<file path="config.mk">
export PLATFORM = sky130hd
export DESIGN_NAME = ovl_hiccup_ctrl
export DESIGN_NICKNAME = d
export VERILOG_FILES = /design/src/rtl/ovl_hiccup_pkg.sv /design/src/rtl/ovl_ms_timer.sv /design/src/rtl/ovl_hiccup_fsm.sv /design/src/rtl/ovl_hiccup_ctrl.sv
export SDC_FILE = /design/constraint.sdc
export NUM_CORES = 1
export LEC_CHECK = 0
export BUFFER_PORTS_ARGS = -buffer_cell sky130_fd_sc_hd__buf_2
export CAP_MARGIN = 10
export CORE_MARGIN = 3
export CORE_UTILIZATION = 55
export CTS_BUF_LIST = sky130_fd_sc_hd__clkbuf_8
export DETAILED_ROUTE_END_ITERATION = 10
export PLACE_DENSITY = 0.75
export RECOVER_POWER = 25
export SETUP_SLACK_MARGIN = 0.02
export SLEW_MARGIN = 20
export SYNTH_ARGS = -nofsm -noshare
export SYNTH_HDL_FRONTEND = slang
export SYNTH_SLANG_ARGS = --single-unit
</file>
<file path="constraint.sdc">
create_clock -name clk -period 2.63 [get_ports clk]
set_input_delay 0.263 -clock clk [delete_from_list [all_inputs] [get_ports clk]]
set_output_delay 0.263 -clock clk [all_outputs]
set_load 0.05 [all_outputs]
</file>
<file path="src/rtl/ovl_hiccup_pkg.sv">
package ovl_hiccup_pkg;

  typedef enum logic [1:0] {
    ST_IDLE  = 2'd0,
    ST_RUN   = 2'd1,
    ST_LIMIT = 2'd2,
    ST_OFF   = 2'd3
  } ovl_state_e;

  function automatic int unsigned max_u(input int unsigned a, input int unsigned b);
    return (a > b) ? a : b;
  endfunction

endpackage

</file>
<file path="src/rtl/ovl_ms_timer.sv">
module ovl_ms_timer #(
  parameter int unsigned CLK_PER_MS = 100000,
  parameter int unsigned MW         = 10
) (
  input  logic          clk,
  input  logic          rst_n,
  input  logic          clr_i,
  input  logic          run_i,
  input  logic [MW-1:0] lim_ms_i,
  output logic          done_o
);

  localparam int unsigned PW = (CLK_PER_MS > 1) ? $clog2(CLK_PER_MS) : 1;
  localparam logic [PW-1:0] PRE_LAST = PW'(CLK_PER_MS - 1);

  logic [PW-1:0] pre_q, pre_d;
  logic [MW-1:0] ms_q, ms_d;
  logic          tick;
  logic          cnt_ce;

  assign tick   = run_i && (pre_q == PRE_LAST);
  assign cnt_ce = clr_i || run_i;

  always_comb begin
    pre_d = pre_q;
    ms_d  = ms_q;
    if (clr_i) begin
      pre_d = '0;
      ms_d  = '0;
    end else if (run_i) begin
      if (tick) begin
        pre_d = '0;
        ms_d  = ms_q + MW'(1);
      end else begin
        pre_d = pre_q + PW'(1);
      end
    end
  end

  always_ff @(posedge clk or negedge rst_n) begin
    if (!rst_n) begin
      pre_q <= '0;
      ms_q  <= '0;
    end else if (cnt_ce) begin
      pre_q <= pre_d;
      ms_q  <= ms_d;
    end
  end

  // window complete on the tick that closes the last millisecond
  assign done_o = tick && (ms_q == (lim_ms_i - MW'(1)));

endmodule

</file>
<file path="src/rtl/ovl_hiccup_fsm.sv">
module ovl_hiccup_fsm
  import ovl_hiccup_pkg::*;
(
  input  logic clk,
  input  logic rst_n,
  input  logic en_i,
  input  logic dcl_i,
  input  logic oc_i,
  input  logic otp_i,
  input  logic tmr_done_i,
  output logic tmr_clr_o,
  output logic tmr_run_o,
  output logic tmr_off_sel_o,
  output logic out_en_o,
  output logic ovl_flag_o
);

  ovl_state_e st_q, st_d;
  logic       flag_q, flag_d;

  always_comb begin
    st_d = st_q;
    unique case (st_q)
      ST_IDLE:  st_d = ST_RUN;
      ST_RUN:   if (oc_i && !dcl_i) st_d = ST_LIMIT;
      ST_LIMIT: begin
        if (!oc_i || dcl_i)   st_d = ST_RUN;
        else if (tmr_done_i)  st_d = ST_OFF;
      end
      ST_OFF:   if (tmr_done_i) st_d = ST_RUN;
      default:  st_d = ST_IDLE;
    endcase
    if (otp_i || !en_i) st_d = ST_IDLE;
  end

  always_comb begin
    flag_d = (st_d == ST_OFF) || ((st_d != ST_IDLE) && oc_i);
  end

  always_ff @(posedge clk or negedge rst_n) begin
    if (!rst_n) begin
      st_q   <= ST_IDLE;
      flag_q <= 1'b0;
    end else begin
      st_q   <= st_d;
      flag_q <= flag_d;
    end
  end

  assign tmr_run_o     = (st_q == ST_LIMIT) || (st_q == ST_OFF);
  assign tmr_clr_o     = (st_d != st_q) || !tmr_run_o;
  assign tmr_off_sel_o = (st_q == ST_OFF);
  assign out_en_o      = (st_q == ST_RUN) || (st_q == ST_LIMIT);
  assign ovl_flag_o    = flag_q;

endmodule

</file>
<file path="src/rtl/ovl_hiccup_ctrl.sv">
module ovl_hiccup_ctrl #(
  parameter int unsigned NUM_CH     = 2,
  parameter int unsigned CLK_PER_MS = 100000,
  parameter int unsigned ON_MS      = 20,
  parameter int unsigned OFF_MS     = 900
) (
  input  logic              clk,
  input  logic              rst_n,
  input  logic [NUM_CH-1:0] en_i,
  input  logic              dcl_i,
  input  logic [NUM_CH-1:0] isel_i,
  input  logic [NUM_CH-1:0] oc_i,
  input  logic              otp_i,
  output logic [NUM_CH-1:0] out_en_o,
  output logic [NUM_CH-1:0] ovl_flag_o,
  output logic [NUM_CH-1:0] lim_sel_o
);

  localparam int unsigned MW = $clog2(ovl_hiccup_pkg::max_u(ON_MS, OFF_MS) + 1);
  localparam logic [MW-1:0] ON_LIM  = MW'(ON_MS);
  localparam logic [MW-1:0] OFF_LIM = MW'(OFF_MS);

  logic [NUM_CH-1:0] sel_q;

  always_ff @(posedge clk or negedge rst_n) begin
    if (!rst_n) sel_q <= '0;
    else        sel_q <= isel_i;
  end

  assign lim_sel_o = sel_q;

  for (genvar c = 0; c < NUM_CH; c++) begin : g_ch
    logic          tmr_clr, tmr_run, tmr_off_sel, tmr_done;
    logic [MW-1:0] tmr_lim;

    assign tmr_lim = tmr_off_sel ? OFF_LIM : ON_LIM;

    ovl_ms_timer #(
      .CLK_PER_MS (CLK_PER_MS),
      .MW         (MW)
    ) timer_i (
      .clk      (clk),
      .rst_n    (rst_n),
      .clr_i    (tmr_clr),
      .run_i    (tmr_run),
      .lim_ms_i (tmr_lim),
      .done_o   (tmr_done)
    );

    ovl_hiccup_fsm fsm_i (
      .clk           (clk),
      .rst_n         (rst_n),
      .en_i          (en_i[c]),
      .dcl_i         (dcl_i),
      .oc_i          (oc_i[c]),
      .otp_i         (otp_i),
      .tmr_done_i    (tmr_done),
      .tmr_clr_o     (tmr_clr),
      .tmr_run_o     (tmr_run),
      .tmr_off_sel_o (tmr_off_sel),
      .out_en_o      (out_en_o[c]),
      .ovl_flag_o    (ovl_flag_o[c])
    );
  end

endmodule

</file>
== Word level (Yosys, flattened, before mapping) ==
Cells that the tools add are included.

* $add $sub $neg: 6
* Equality and inequality tests: 14
* Mux-type cells: 26
* Reductions and logical operators: 41

{| class="wikitable"
|+ Operators by type and width
! operator !! count
|-
| $mux 17 || 6
|-
| $mux 10 || 8
|-
| $add 17x1->17 const B || 2
|-
| $eq 17x17->1 const B || 2
|-
| $add 10x1->10 const B || 2
|-
| $eq 10x10->1 || 2
|-
| $mux 2 || 10
|-
| $sub 10x1->10 const B || 2
|-
| $pmux 2 s4 || 2
|-
| $logic_or 1x1->1 || 14
|-
| $eq 2x2->1 const B || 6
|-
| $reduce_bool 2->1 || 6
|-
| $logic_and 1x1->1 || 8
|-
| $logic_not 1->1 || 7
|-
| $reduce_and 3->1 || 2
|-
| $eq 2x1->1 const B || 2
|-
| $logic_not 2->1 || 2
|-
| $ne 2x2->1 || 2
|-
| $reduce_and 2->1 || 2
|}

* Flip-flop bits (word level): 62
* Output and inout bits: 6

== Depth between registers and ports, before layout ==
* Word-level depth: 13
* Gate-level depth with buffers: 11
* Depth with buffers taken out: 8

== By module ==
From an unflattened synthesis, not the netlist that was laid out.

* Cell total of the unflattened synthesis: 470
* Area, all modules: 4284.1 um^2

{| class="wikitable"
|+ By module, submodules not included
! module !! instances !! cells each !! area an instance (um^2) !! sequential area each (um^2)
|-
| ovl_ms_timer || 2 || 198 || 1788.0 || 675.6
|-
| ovl_hiccup_fsm || 2 || 34 || 321.6 || 75.1
|-
| ovl_hiccup_ctrl || 1 || 6 || 65.1 || 50.0
|}

== Worst setup path after synthesis ==
Ideal clock, no wire load.

* Kind: register to register
* Start point: register g_ch[1].fsm_i.st_q[0]
* End point: register g_ch[1].timer_i.pre_q[15]
* Data arrival time: 2616 ps
* Slack: -73 ps
* Stages on the path, launching flop included: 10
* Buffers on the path: 2
* Path through: dfrtp_1 -> ha_1 -> or4b_1 -> o22a_1 -> nor2_1 -> nand3_2 -> or4_4 -> buf_6 -> buf_6 -> a211oi_2

* Cells in the longest elaborated chain, start to end: 13
* Elaborated cells on any way between the ends: 25
* Those cells by class: add/sub (1); eq/ne (5); mux (10); reduce/logical (9)

{| class="wikitable"
|+ Ends and longest elaborated chain
! what !! RTL line !! text
|-
| from (decl) || ovl_hiccup_fsm.sv:18 || <nowiki>ovl_state_e st_q, st_d;</nowiki>
|-
| from (signal assigned) || ovl_hiccup_fsm.sv:45 || <nowiki>st_q <= st_d;</nowiki>
|-
| $eq 2x2->1 || ovl_hiccup_fsm.sv:23, ovl_hiccup_fsm.sv:50, ovl_hiccup_fsm.sv:52 ||
|-
| $mux 10 || ovl_hiccup_ctrl.sv:36 || <nowiki>assign tmr_lim = tmr_off_sel ? OFF_LIM : ON_LIM;</nowiki>
|-
| $sub 10x1->10 || ovl_ms_timer.sv:51 || <nowiki>assign done_o = tick && (ms_q == (lim_ms_i - MW'(1)));</nowiki>
|-
| $eq 10x10->1 || ovl_ms_timer.sv:51 ||
|-
| $logic_and 1x1->1 || ovl_ms_timer.sv:51 ||
|-
| $mux 2 || ovl_hiccup_fsm.sv:28 || <nowiki>else if (tmr_done_i) st_d = ST_OFF;</nowiki>
|-
| $mux 2 || ovl_hiccup_fsm.sv:27 || <nowiki>if (!oc_i || dcl_i) st_d = ST_RUN;</nowiki>
|-
| $pmux 2 s4 || ovl_hiccup_fsm.sv:23 || <nowiki>unique case (st_q)</nowiki>
|-
| $mux 2 || ovl_hiccup_fsm.sv:33 || <nowiki>if (otp_i || !en_i) st_d = ST_IDLE;</nowiki>
|-
| $ne 2x2->1 || ovl_hiccup_fsm.sv:51 || <nowiki>assign tmr_clr_o = (st_d != st_q) || !tmr_run_o;</nowiki>
|-
| $logic_or 1x1->1 || ovl_hiccup_fsm.sv:51 ||
|-
| $reduce_bool 2->1 (no line) / $logic_or 1x1->1 (equally long branches) || - ||
|-
| $reduce_and 2->1 (no line) || - ||
|-
| to (signal assigned) || ovl_ms_timer.sv:45 || <nowiki>pre_q <= pre_d;</nowiki>
|-
| to (decl) || ovl_ms_timer.sv:16 || <nowiki>logic [PW-1:0] pre_q, pre_d;</nowiki>
|}

Several ways; a longest one is shown, not always the timed one. The select of a mux whose other input is x is not followed.
A chain may end at the register's enable or synchronous reset.

== Worst setup path after layout ==
* Start point: register g_ch[1].fsm_i.st_q[0]
* End point: register g_ch[1].timer_i.pre_q[16]

Same word-level chain as after synthesis.

==> results.py <==
metrics = {
    "timing": {
        "finalSetupViolCount": 0,
        "min_period_over_period_pct": 96.3,
        "finalMaxSlewViolations": 34,
        "hold_viol": 0,
        "skew_ns": 0.0107,
        "fin_tns_setup_ns": 0,
        "fmaxAchievable_mhz": 395,
        "worst_pin_slew_ns": 1.79,
        "finalCriticalPeriod_ns": 2.53,
        "fin_hold_ws_ns": 0.0319,
        "rsz0062_at_grt": "true",
        "maxSlewHeadroom_pct": -19.5,
    },
    "synthesis": {
        "muxShareOfSynthArea_pct": 1.46,
        "ys_types": 55,
        "synth_top_family_by_area": "simple AND/OR/NAND/NOR gates",
        "ys.flop_type": "dfrtp_1",
        "seq_area_frac_synth_pct": 44.2,
        "synth_area_mm2": 0.00351,
        "synthSimpleGateAreaFrac_pct": 24.2,
        "netlist.area_leader.share_pct": 44.2,
        "async_flop_share_pct": 100,
        "yosys_warnings": 0,
        "yosys_register_bits": 62,
        "synth_xor_area_share_pct": 12.2,
        "yosys.area_share.adder_pct": 4.85,
        "syn-num-nets": 384,
        "synth_top_area_cell": "dfrtp_1",
        "netlist_instances": 362,
        "synth-edff-count": 0,
        "ys_top_cells_by_area": "dfrtp_1, xor2_1, xnor2_1",
        "synth-compound-area-share_pct": 9.52,
        "synth.avg_cell_area_um2": 9.69,
    },
    "cts": {
        "cts_tree": "built",
        "cts_root_buf": "clkbuf_8",
        "cts_sinks": 62,
        "clk_pin_slew_ns": 0.07,
        "clk-insertion-delay-late_ns": 0.34,
        "numCtsBuffers": 9,
        "htree_num_levels": 3,
        "clockBufferDepth": 2,
    },
    "run_status": {
        "outcome": "finished with violations",
        "failed_checks": "max-capacitance violations, max-slew violations",
    },
    "cells_and_area": {
        "nets": 417,
        "final_core_util_pct": 65.9,
        "drive_above_1_share_pct": 17.5,
        "stdcell_area_mm2": 0.00399,
        "insertedDiodeCount": 0,
        "fillers": 470,
        "final_common_cell": "dfrtp_1",
        "final_cell_mix": "dfrtp_1, nor2_1, xor2_1, a21oi_1, xnor2_1",
        "area_delta_synth_final_pct": 13.8,
    },
    "grt": {
        "grt_pass1_vias": 2758,
        "grt.total_usage_pct": 21.7,
        "grt_max_degree": 34,
        "overflow": 0,
        "grt_pass1_wl_um": 12800,
        "antenna_found_initial": 0,
    },
    "die": {
        "die_w_um": 85.9,
        "core-area_mm2": 0.00606,
        "die_h_um": 85.9,
        "rows": 28,
        "ioPinCount": 16,
        "start_util_pct": 57.9,
        "die-area_mm2": 0.00737,
    },
    "route": {
        "wl_met2_um": 3280,
        "drt_iter0_drc": 132,
        "vias": 2744,
        "vias_per_cell": 5.79,
        "wl_met1_um": 3600,
        "top_layer_used": "met4",
        "drc_errors": 0,
        "dr_wl_met3_um": 282,
        "first_pass_iters": 6,
        "routedWlPerCell_um": 15.3,
        "wl_um": 7260,
        "drtAntennaViolNets": 0,
    },
    "worst_hold_path": {
        "holdCritStartpoint": "isel_i[0]",
        "min_to": "lim_sel_o[0]",
        "hp-class": "primary input to flip-flop",
        "hold_path_depth": 1,
    },
    "critical_path": {
        "critical_path_class": "flip-flop to flip-flop",
        "worst-path-buf-inv": 0,
        "end_kind": "flip-flop",
        "arrival_ns": 2.77,
        "crit_family": "simple AND/OR/NAND/NOR gates",
        "crit_chain": "ha_4 > or4b_1 > o22a_1 > nor2_2 > nand3_2 > or4_4 > a211oi_1",
        "cp_max_fo": 7,
        "cpPeakStageDelay_ns": 0.65,
        "cp-start-kind": "flip-flop",
        "path_depth": 7,
        "reg2reg_depth": 7,
        "worstReg2RegStart": "g_ch[1].fsm_i.st_q[0]",
        "r2r_slack_ns": 0.1,
        "cp.required_ns": 2.87,
        "timing.rr.end": "g_ch[1].timer_i.pre_q[16]",
        "cp_slowest_cell": "or4_4",
    },
    "pwr": {
        "p_per_area_mw_per_mm2": 439,
        "power_leakage_nw": 1.58,
        "total_power_w": 0.00175,
        "ir_drop_uv": 281,
    },
    "placement": {
        "hpwl_um": 4790,
        "gp_congestion": 0.871,
        "portBuffers": 15,
        "placed_area_mm2": 0.00373,
    },
    "flow_run": {
        "drv_cap": 1,
    },
}
## report_power, final
group	internal, W	leakage (nW)	total (W)	switching (W)
logic	0.0000273	0.655	0.0000927	0.0000654
registers	0.000958	0.856	0.000961	0.00000292
clock network	0.000332	0.0731	0.000699	0.000368
## kinds of logic (layout without fill, tap and decap cells)
group	Yosys count	count (layout)
DFF	62	62
AOI/OAI and AO/OA	51	51
muxes	5	5
and+or+nand+nor	157	159
buffers and inverters	24	59
xor gates and xnor gates	49	49
adders and majority gates	14	14
## worst register-to-register path: cells and delay by family (launching register included)
kind / cells / cell delay, ns
AOI/OAI and AO/OA: 2 / 0.47
adders and majority gates: 1 / 0.16
DFF: 1 / 0.43
and+or+nand+nor: 4 / 1.38
## state kept, by name, summed over array words and instances, names as in the netlist
register               count
g_ch.timer_i.pre_q        34
g_ch.fsm_i.st_q            4
lim_sel_o                  2
g_ch.timer_i.ms_q         20
g_ch.fsm_i.ovl_flag_o      2
## metal layers
| metal | vias to the layer above | GRT usage [%] |
|---|---|---|
| met5 | - | 0 |
| met4 | 0 | 8.20 |
| met1 | 1323 | 29.5 |
| met2 | 53 | 33.8 |
| li1 | 1359 | - |
| met3 | 9 | 4.90 |
## cell type report
cell class / instances / area (um^2) / share of cell area [%]
repair buffers: 34 / 230 / 5.77
multi-input cells: 278 / 1910 / 47.9
clock buffers: 9 / 124 / 3.10
clock inverters: 6 / 40.0 / 1.00
well taps: 75 / 93.8 / 2.35
inverters: 10 / 37.5 / 0.940
flip-flops and latches: 62 / 1550 / 38.9
## synthesized netlist by cell type (3+ instances only)
library cell / n
clkbuf_1: 6
and3_1: 9
dfrtp_1: 62
nand4_1: 9
xnor2_1: 21
nor4b_1: 3
a211oi_1: 8
ha_1: 12
o21ai_0: 5
buf_4: 4
nor4_1: 5
inv_1: 10
nand2b_1: 5
a21oi_1: 23
or2_2: 4
and4_1: 4
or3_1: 3
and2_1: 3
nand2_1: 19
nor2_1: 44
mux2i_1: 4
xor2_1: 28
or4_1: 3
nand3_1: 19
nor3_1: 10
## worst max path at each step
| stage | start | end | slack [ns] |
|---|---|---|---|
| after floorplan | g_ch[1].fsm_i.st_q[1] | g_ch[1].timer_i.pre_q[15] | 0.02 |
| after global placement | g_ch[1].fsm_i.st_q[0] | g_ch[1].timer_i.pre_q[9] | 0.08 |
| after detailed placement | g_ch[1].fsm_i.st_q[1] | g_ch[1].timer_i.pre_q[7] | 0.01 |
| after CTS | g_ch[1].fsm_i.st_q[0] | g_ch[1].timer_i.pre_q[7] | 0.01 |
| after global routing | g_ch[1].fsm_i.st_q[0] | g_ch[1].timer_i.pre_q[13] | 0.001 |
| final | g_ch[1].fsm_i.st_q[0] | g_ch[1].timer_i.pre_q[16] | 0.1 |
## through the flow
step                setup slack (ns)  cells
CTS                           0.0102    470
global route                 0.00145    474
finish                        0.0979    474
global placement              0.0762    453
detailed placement            0.0141    453
floorplan                     0.0248    362
## timing repair
action | CTS | global route
gates cloned | 1 | 1
resized for setup | 1 | 12
hold buffers | 1 | 0
buffers inserted | 0 | 3
endpoints found under the setup margin | 2 | 35
pin swaps | 1 | 5
hold endpoints to repair | 17 | 0
Note: power is estimated with default switching activity, not from simulation.
